File: config.mk
export PLATFORM = sky130hd
export DESIGN_NAME = panel_cmd9_master
export DESIGN_NICKNAME = d
export VERILOG_FILES = /design/src/rtl/p9_pkg.sv /design/src/rtl/p9_bit_timer.sv /design/src/rtl/p9_shift_unit.sv /design/src/rtl/p9_rx_store.sv /design/src/rtl/panel_cmd9_master.sv
export SDC_FILE = /design/constraint.sdc
export NUM_CORES = 1
export LEC_CHECK = 0
export CAP_MARGIN = 5
export CORE_UTILIZATION = 30
export DETAILED_ROUTE_END_ITERATION = 8
export SLEW_MARGIN = 30
export SYNTH_ARGS = -nofsm -noshare
export SYNTH_HDL_FRONTEND = slang
export SYNTH_SLANG_ARGS = --single-unit
File: constraint.sdc
create_clock -name clk -period 2.55 [get_ports clk]
set_clock_uncertainty 0.05 [all_clocks]
set_input_delay 0.765 -clock clk [delete_from_list [all_inputs] [get_ports clk]]
set_output_delay 0.765 -clock clk [all_outputs]
set_load 0.1 [all_outputs]
File: src/rtl/p9_pkg.sv
package p9_pkg;
  localparam int WORD_W = 9;
  typedef logic [WORD_W-1:0] p9_word_t;
  typedef enum logic [1:0] {
    ST_IDLE  = 2'd0,
    ST_CMD   = 2'd1,
    ST_PARAM = 2'd2,
    ST_READ  = 2'd3
  } p9_state_e;
endpackage

File: src/rtl/p9_bit_timer.sv
// Serial clock generator: HALF_DIV cycles low, HALF_DIV cycles high per bit.
module p9_bit_timer #(
  parameter int HALF_DIV = 2,
  localparam int CW = (HALF_DIV > 1) ? $clog2(HALF_DIV) : 1
) (
  input  logic clk,
  input  logic rst_n,
  input  logic run,
  output logic sclk,
  output logic rise_tick,
  output logic fall_tick
);
  logic [CW-1:0] cnt_q, cnt_d;
  logic          sclk_q, sclk_d;
  logic          half_end;

  assign half_end  = (cnt_q == CW'(HALF_DIV - 1));
  assign rise_tick = run && !sclk_q && half_end;
  assign fall_tick = run && sclk_q && half_end;
  assign sclk      = sclk_q;

  always_comb begin
    cnt_d  = cnt_q;
    sclk_d = sclk_q;
    if (!run) begin
      cnt_d  = '0;
      sclk_d = 1'b0;
    end else if (half_end) begin
      cnt_d  = '0;
      sclk_d = !sclk_q;
    end else begin
      cnt_d  = cnt_q + CW'(1);
    end
  end

  always_ff @(posedge clk or negedge rst_n) begin
    if (!rst_n) begin
      cnt_q  <= '0;
      sclk_q <= 1'b0;
    end else begin
      cnt_q  <= cnt_d;
      sclk_q <= sclk_d;
    end
  end
endmodule

File: src/rtl/p9_shift_unit.sv
// Transmit and receive shift registers, MSB first.
module p9_shift_unit
  import p9_pkg::*;
(
  input  logic     clk,
  input  logic     rst_n,
  input  logic     ld_en,
  input  p9_word_t ld_word,
  input  logic     sh_en,
  input  logic     smp_en,
  input  logic     miso,
  output logic     mosi,
  output logic [7:0] rx_byte
);
  p9_word_t   tx_q, tx_d;
  logic [7:0] rx_q, rx_d;

  assign mosi    = tx_q[WORD_W-1];
  assign rx_byte = rx_q;

  always_comb begin
    tx_d = tx_q;
    if (ld_en)      tx_d = ld_word;
    else if (sh_en) tx_d = {tx_q[WORD_W-2:0], 1'b0};
  end

  always_comb begin
    rx_d = rx_q;
    if (smp_en) rx_d = {rx_q[6:0], miso};
  end

  always_ff @(posedge clk or negedge rst_n) begin
    if (!rst_n) begin
      tx_q <= '0;
      rx_q <= '0;
    end else begin
      tx_q <= tx_d;
      rx_q <= rx_d;
    end
  end
endmodule

File: src/rtl/p9_rx_store.sv
// Indexed storage for received bytes.
module p9_rx_store #(
  parameter int DEPTH = 4,
  parameter int IW    = 3,
  parameter int SW    = 3
) (
  input  logic          clk,
  input  logic          rst_n,
  input  logic          wr_en,
  input  logic [IW-1:0] wr_idx,
  input  logic [7:0]    wr_byte,
  input  logic [SW-1:0] rd_idx,
  output logic [7:0]    rd_byte
);
  logic [7:0] slot_w [DEPTH];

  for (genvar g = 0; g < DEPTH; g++) begin : g_slot
    logic [7:0] q;
    logic       hit;
    assign hit = wr_en && (wr_idx == IW'(g));
    always_ff @(posedge clk or negedge rst_n) begin
      if (!rst_n)   q <= '0;
      else if (hit) q <= wr_byte;
    end
    assign slot_w[g] = q;
  end

  always_comb begin
    rd_byte = '0;
    for (int i = 0; i < DEPTH; i++)
      if (rd_idx == SW'(i)) rd_byte = slot_w[i];
  end
endmodule

File: src/rtl/panel_cmd9_master.sv
module panel_cmd9_master
  import p9_pkg::*;
#(
  parameter int MAX_PARAM = 4,
  parameter int MAX_READ  = 4,
  parameter int HALF_DIV  = 2,
  localparam int PCW = $clog2(MAX_PARAM + 1),
  localparam int RCW = $clog2(MAX_READ + 1),
  localparam int RSW = $clog2(MAX_READ) + 1
) (
  input  logic                   clk,
  input  logic                   rst_n,
  input  logic                   start,
  input  logic [7:0]             cmd_byte,
  input  logic [8*MAX_PARAM-1:0] param_data,
  input  logic [PCW-1:0]         param_cnt,
  input  logic [RCW-1:0]         read_cnt,
  input  logic [RSW-1:0]         rd_sel,
  output logic [7:0]             rd_data,
  output logic                   busy,
  output logic                   done,
  output logic                   spi_sclk,
  output logic                   spi_cs_n,
  output logic                   spi_mosi,
  input  logic                   spi_miso
);
  p9_state_e              state_q, state_d;
  logic [PCW-1:0]         pidx_q, pidx_d, pcnt_q, pcnt_d, nxt_p;
  logic [RCW-1:0]         ridx_q, ridx_d, rcnt_q, rcnt_d;
  logic [3:0]             bcnt_q, bcnt_d;
  logic                   wlen9_q, wlen9_d;
  logic [8*MAX_PARAM-1:0] pdata_q, pdata_d;
  logic                   cs_n_q, cs_n_d;
  logic                   done_q, done_d;
  logic                   run, rise_tick, fall_tick, last_bit;
  logic                   ld_en, sh_en, st_en;
  p9_word_t               ld_word;
  logic [7:0]             sel_byte, rx_byte;

  assign run      = (state_q != ST_IDLE);
  assign busy     = run;
  assign done     = done_q;
  assign spi_cs_n = cs_n_q;
  assign last_bit = wlen9_q ? (bcnt_q == 4'd8) : (bcnt_q == 4'd7);
  assign nxt_p    = (state_q == ST_CMD) ? '0 : pidx_q + PCW'(1);

  always_comb begin
    sel_byte = '0;
    for (int i = 0; i < MAX_PARAM; i++)
      if (nxt_p == PCW'(i)) sel_byte = pdata_q[i*8 +: 8];
  end

  always_comb begin
    state_d = state_q;
    pidx_d  = pidx_q;
    ridx_d  = ridx_q;
    pcnt_d  = pcnt_q;
    rcnt_d  = rcnt_q;
    bcnt_d  = bcnt_q;
    wlen9_d = wlen9_q;
    pdata_d = pdata_q;
    cs_n_d  = cs_n_q;
    done_d  = 1'b0;
    ld_en   = 1'b0;
    ld_word = '0;
    sh_en   = 1'b0;
    st_en   = 1'b0;
    if (state_q == ST_IDLE) begin
      if (start) begin
        state_d = ST_CMD;
        pcnt_d  = (param_cnt > PCW'(MAX_PARAM)) ? PCW'(MAX_PARAM) : param_cnt;
        rcnt_d  = (read_cnt > RCW'(MAX_READ)) ? RCW'(MAX_READ) : read_cnt;
        pdata_d = param_data;
        cs_n_d  = 1'b0;
        ld_en   = 1'b1;
        ld_word = {1'b0, cmd_byte};
        bcnt_d  = '0;
        wlen9_d = 1'b1;
        pidx_d  = '0;
        ridx_d  = '0;
      end
    end else if (fall_tick) begin
      if (!last_bit) begin
        sh_en  = 1'b1;
        bcnt_d = bcnt_q + 4'd1;
      end else begin
        bcnt_d = '0;
        ld_en  = 1'b1;
        if (state_q != ST_READ) begin
          if (nxt_p < pcnt_q) begin
            state_d = ST_PARAM;
            pidx_d  = nxt_p;
            ld_word = {1'b1, sel_byte};
            wlen9_d = 1'b1;
          end else if (rcnt_q != '0) begin
            state_d = ST_READ;
            ridx_d  = '0;
            wlen9_d = (rcnt_q > RCW'(1));
          end else begin
            state_d = ST_IDLE;
            cs_n_d  = 1'b1;
            done_d  = 1'b1;
          end
        end else begin
          st_en = 1'b1;
          if (ridx_q + RCW'(1) < rcnt_q) begin
            ridx_d  = ridx_q + RCW'(1);
            wlen9_d = 1'b0;
          end else begin
            state_d = ST_IDLE;
            cs_n_d  = 1'b1;
            done_d  = 1'b1;
          end
        end
      end
    end
  end

  always_ff @(posedge clk or negedge rst_n) begin
    if (!rst_n) begin
      state_q <= ST_IDLE;
      pidx_q  <= '0;
      ridx_q  <= '0;
      pcnt_q  <= '0;
      rcnt_q  <= '0;
      bcnt_q  <= '0;
      wlen9_q <= 1'b0;
      pdata_q <= '0;
      cs_n_q  <= 1'b1;
      done_q  <= 1'b0;
    end else begin
      state_q <= state_d;
      pidx_q  <= pidx_d;
      ridx_q  <= ridx_d;
      pcnt_q  <= pcnt_d;
      rcnt_q  <= rcnt_d;
      bcnt_q  <= bcnt_d;
      wlen9_q <= wlen9_d;
      pdata_q <= pdata_d;
      cs_n_q  <= cs_n_d;
      done_q  <= done_d;
    end
  end

  p9_bit_timer #(.HALF_DIV(HALF_DIV)) i_timer (
    .clk      (clk),
    .rst_n    (rst_n),
    .run      (run),
    .sclk     (spi_sclk),
    .rise_tick(rise_tick),
    .fall_tick(fall_tick)
  );

  p9_shift_unit i_shift (
    .clk    (clk),
    .rst_n  (rst_n),
    .ld_en  (ld_en),
    .ld_word(ld_word),
    .sh_en  (sh_en),
    .smp_en (rise_tick),
    .miso   (spi_miso),
    .mosi   (spi_mosi),
    .rx_byte(rx_byte)
  );

  p9_rx_store #(.DEPTH(MAX_READ), .IW(RCW), .SW(RSW)) i_store (
    .clk    (clk),
    .rst_n  (rst_n),
    .wr_en  (st_en),
    .wr_idx (ridx_q),
    .wr_byte(rx_byte),
    .rd_idx (rd_sel),
    .rd_byte(rd_data)
  );
endmodule

[Yosys cells after proc, flatten, opt, wreduce, memory -nomap -nowiden]
Cells that the tools add are included.
W data, S select, Z words.
Word-level totals
  bits in latches: 0
  bits in registers: 104
  output and inout port bits: 13
  memories kept: 0
  logic and storage cells: 158
  bits in read-only memories: 0
  bits in writable memories: 0
  input bits: 53
Operators by class
  reduce and logical (&&, ||, !) cells: 28
  order comparisons: 5
  mux-type cells: 83
  add/sub/neg operators: 4
  $mul: 0
  bitwise logic cells: 0
  divide/modulo/power cells: 0
  shift-type cells: 0
  equality and inequality tests: 20
Operators with widths (number)
  $mux W8: 9
  $mux W9: 7
  $mux W3: 16
  $mux W1: 39
  $eq A3 B2 Y1 const B: 6
  $mux W2: 8
  $mux W4: 4
  $reduce_and A6 Y1: 2
  $reduce_bool A2 Y1: 6
  $reduce_and A5 Y1: 2
  $eq A3 B1 Y1 const B: 3
  $logic_not A3 Y1: 3
  $ne A3 B3 Y1 const B: 3
  $logic_and A1 B1 Y1: 8
  $add A3 B1 Y3 const B: 2
  $gt A3 B3 Y1 const B: 2
  $lt A3 B3 Y1: 2
  $ne A2 B2 Y1 const B: 3
  $reduce_bool A3 Y1: 2
  $add A4 B1 Y4 const B: 1
  $eq A4 B3 Y1 const B: 1
  $eq A4 B4 Y1 const B: 1
  $ne A4 B2 Y1 const B: 1
  $reduce_and A2 Y1: 2
  other kinds (7): 7

[Logic depth before layout (Yosys ltp)]
  depth after elaboration: 13
  mapped depth: 9
  mapped depth without buffers: 9

[Hierarchy]
A second synthesis with hierarchy kept.
Unflattened totals
  cells, all modules: 516
  area total of the unflattened synthesis: 5330.1 um^2
Modules (own cells, without submodules)
  panel_cmd9_master: cells each 352, area each 3022.9 um^2, seq. area each 1327.5 um^2, instances 1
  p9_rx_store: cells each 100, area each 1466.4 um^2, seq. area each 800.8 um^2, instances 1
  p9_shift_unit: cells each 56, area each 752.0 um^2, seq. area each 425.4 um^2, instances 1
  p9_bit_timer: cells each 8, area each 88.8 um^2, seq. area each 50.0 um^2, instances 1

[Worst setup path before layout]
OpenSTA, ideal clock, no wires.
  kind: input -> output
  from: input rd_sel[0]
  to: output rd_data[0]
  data required time: 1.735 ns
  path buffers: 1
  path slack: -1.111 ns
  arrival time: 2.846 ns
  cell stages on the path: 3
  path through: clkbuf_1 mux4_2 nor2b_1
Between the ends
  longest elaborated chain between the ends: 5
  elaborated cells between the ends (all ways): 8
  classes of those cells: eq/ne (3); mux (4); reduce/logical (1)
RTL lines
  start: declaration: RTL line panel_cmd9_master.sv:18  | input logic [RSW-1:0] rd_sel,
  $logic_not A3 Y1: RTL line p9_rx_store.sv:31  | if (rd_idx == SW'(i)) rd_byte = slot_w[i];
  $mux W8 (3 in a row): RTL line p9_rx_store.sv:31
  $mux W8 *: RTL line p9_rx_store.sv:31
  end: declaration: RTL line panel_cmd9_master.sv:19  | output logic [7:0] rd_data,
Mark *: on every way between the ends. The rest lies on a longest branch, timed or not.

[Final worst setup path]
  from: input rd_sel[1]
  to: output rd_data[4]
Same word-level chain as after synthesis.

==> summary.md <==
| Metric | Value |
|---|---|
| Worst Setup Slack post-DPL | `-0.510 ns` |
| WL/cell | `14.7 um` |
| Asr flop ratio synth | `100%` |
| Die Width | `133 um` |
| First-pass GRT wire length | `19.4 mm` |
| Total negative setup slack | `0 ns` |
| Worst path top cell family by delay | `buffers and inverters` |
| Min Hold Slack | `0.295 ns` |
| Total GRT Usage | `13.8%` |
| Worst VDD drop | `0.328 mV` |
| CP endpoint kind | `output pin` |
| Clock Sinks | `104` |
| Post-route setup slack | `0.0289 ns` |
| Critical path, cell by cell | `clkdlybuf4s15_2 -> buf_12 -> mux4_2 -> nor2b_4 -> buf_12` |
| Vias in the first global route | `3992` |
| Layout area overhead | `28.8%` |
| Starting density of the core | `30.8%` |
| Final worst path period need | `2.52 ns` |
| Fillers | `1610` |
| Primary FF master, synth | `dfrtp_1` |
| Crit path arrival time | `1.71 ns` |
| DRC viols | `0` |
| DRT antenna net count | `0` |
| RSZ-0062 raised after global routing | `no` |
| Max incr delay on CP | `0.29 ns` |
| Largest net degree at the start of global routing | `52` |
| Netlist Area Pre-Place | `0.00513 sq mm` |
| Seq cells post-synth | `104` |
| Core area | `0.0166 sq mm` |
| Period utilization | `98.9%` |
| CTS Buf Count | `9` |
| Crit start category | `primary input` |
| Rel. slew slack | `66.5%` |
| Initial antenna violation count | `0` |
| Warnings from Yosys | `0` |
| Slew @ Worst Pin | `0.499 ns` |
| Critical path origin | `rd_sel[1]` |
| Post-Syn Nets | `550` |
| Critical path class | `in -> out` |
| Worst reg2reg path startpoint | `pidx_q[0]` |
| Max-slew violation count | `0` |
| Most common cell on crit path | `buf_12` |
| Max-capacitance violation count | `0` |
| Final hold vios | `0` |
| Most common cell after layout, fill and taps aside | `nand2_1` |
| Post-synth EDFFs | `0` |
| CP Data Required Time | `1.74 ns` |
| Dominant cell type by area after synthesis | `dfrtp_1` |
| Synth top area share | `50.2%` |
| 1st-iter DRT viols | `152` |
| Top post-synthesis cells by area | `dfrtp_1, nand2_1, mux2_2` |
| Total Nets Final | `622` |
| Register area | `0.00260 sq mm` |
| CTS clk-pin slew, worst paths | `0.07 ns` |
| Pwr Density | `494 mW/mm^2` |
| Crit-path slowest cell | `mux4_2` |
| Later-pin clock latency in the skew report | `0.34 ns` |
| Htree depth | `3` |
| # setup viols final | `0` |
| N_diodes | `0` |
| Buf/Inv on CP | `3` |
| First-pass DRT Iterations | `5` |
| Post-DP HPWL | `8.75 mm` |
| GR Overflow Total | `0` |
| Hold crit path type | `in -> async` |
| Via Count | `3820` |
| Final instance area | `0.00661 sq mm` |
| Syn_area_per_cell | `10.6 sq um` |
| Post-layout util | `39.7%` |
| Vias per cell | `4.89` |
| Cells after Synth | `484` |
| DIE AREA | `0.0176 sq mm` |
| Register area share after synthesis | `50.7%` |
| # IOs | `66` |
| Post-Route WL | `11.5 mm` |
| CTS tree | `yes` |
| Dpl cell area | `0.00631 sq mm` |
| Routability cong. | `0.761` |
| Maximum clock rate | `397 MHz` |
| Static Leak | `3.05 nW` |
| Worst-path maximum fanout | `8` |
| Die height | `133 um` |
| Area taken by multi-input logic gates | `0.00245 sq mm` |
| Root Buffer | `clkbuf_16` |
| Port bufs | `65` |
| Yosys cell types | `62` |
| Share of cells above drive strength 1 | `23.0%` |
| Clock Path Buffers | `2` |
| Outcome | `finished clean` |
| Most frequent cells in the layout | `nand2_1, dfrtp_1, clkdlybuf4s50_1` |
| Core Rows | `47` |
[through the flow]
| step | cells | power (mW) |
|---|---|---|
| 2_1_floorplan | 484 | 1.77 |
| 3_3_place_gp | 766 | 1.92 |
| 3_5_place_dp | 766 | 1.93 |
| 4_1_cts | 781 | 3.31 |
| 5_1_grt | 781 | 3.40 |
| 6_report | 781 | 3.27 |
[Yosys cell counts, drive strengths merged (3+ instances only)]
| cell | number |
|---|---|
| mux2 | 43 |
| a222oi | 5 |
| clkbuf | 15 |
| mux4 | 8 |
| nand2 | 128 |
| o211ai | 8 |
| a221oi | 3 |
| nand3b | 5 |
| nor3b | 3 |
| a22oi | 3 |
| inv | 14 |
| nor2b | 9 |
| nand3 | 6 |
| nor2 | 15 |
| nor4b | 3 |
| dfrtp | 103 |
| ha | 13 |
| buf | 7 |
| o22a | 5 |
| o21a | 8 |
| a21o | 5 |
| nor3 | 5 |
| a21oi | 9 |
| o21ai | 26 |
| and3 | 4 |
[worst reg2reg max path, stage by stage (launching register included)]
cell	delay (ns)
dfrtp_1	0.39
ha_1	0.30
nor2b_1	0.18
ha_1	0.26
a221oi_2	0.30
buf_4	0.18
o31ai_1	0.06
nand3_1	0.18
mux2_2	0.35
[layout make-up]
class                      instances  area share, %
clock buffer                       9           3.41
clock inverter                     7           1.19
inverter                          14          0.795
multi-input combinational        344           37.0
sequential                       104           39.4
tap                              220           4.17
timing repair buffer              83           14.0
[routing by layer]
| layer | global-route usage (%) | share of wire [%] |
|---|---|---|
| met5 | 0 | 0 |
| met2 | 24.3 | 52 |
| met1 | 17.2 | 44 |
| met4 | 3.96 | 1.2 |
| met3 | 2.68 | 3.5 |
[worst paths after layout]
kind / end / slack [ns] / cells after the start
max: rd_data[4] / 0.03 / 5
min in group clk: pcnt_q[0] / 0.42 / 2
max in group asynchronous: pdata_q[8] / 1.49 / 2
max reg2reg: ridx_q[0] / 0.18 / 8
min: i_store.g_slot[0].q[7] / 0.29 / 1
min reg2reg: pcnt_q[0] / 0.42 / 2
[repair_timing]
item,CTS,global route
gates resized for setup,9,3
buffers inserted,0,0
gates cloned,0,0
hold buffers,0,0
setup endpoints to repair,8,15
[power by group]
group	switching [mW]	internal [mW]
clock	0.609	0.771
sequential	0.0132	1.66
combinational	0.0916	0.121
total	0.714	2.55
[sequential cells by signal, indices dropped and copies added, names as in the netlist]
| name | count |
|---|---|
| i_shift.tx_q | 9 |
| i_store.g_slot.q | 32 |
| done | 1 |
| spi_cs_n | 1 |
| i_timer.sclk | 1 |
| pidx_q | 3 |
| state_q | 2 |
| i_shift.rx_byte | 8 |
| rcnt_q | 3 |
| ridx_q | 3 |
| i_timer.cnt_q | 1 |
| bcnt_q | 4 |
| pcnt_q | 3 |
| pdata_q | 32 |
| wlen9_q | 1 |
[logic make-up after synthesis]
kind of cell,count (synthesis),synth area share (%)
compound gates,87,12.3
xor+xnor,3,0.659
fa+ha+maj,13,3.17
buf+inv,36,2.80
flops,104,50.7
mux,52,13.1
simple gates,189,17.2
No activity file was read; power rests on OpenSTA's default activity.
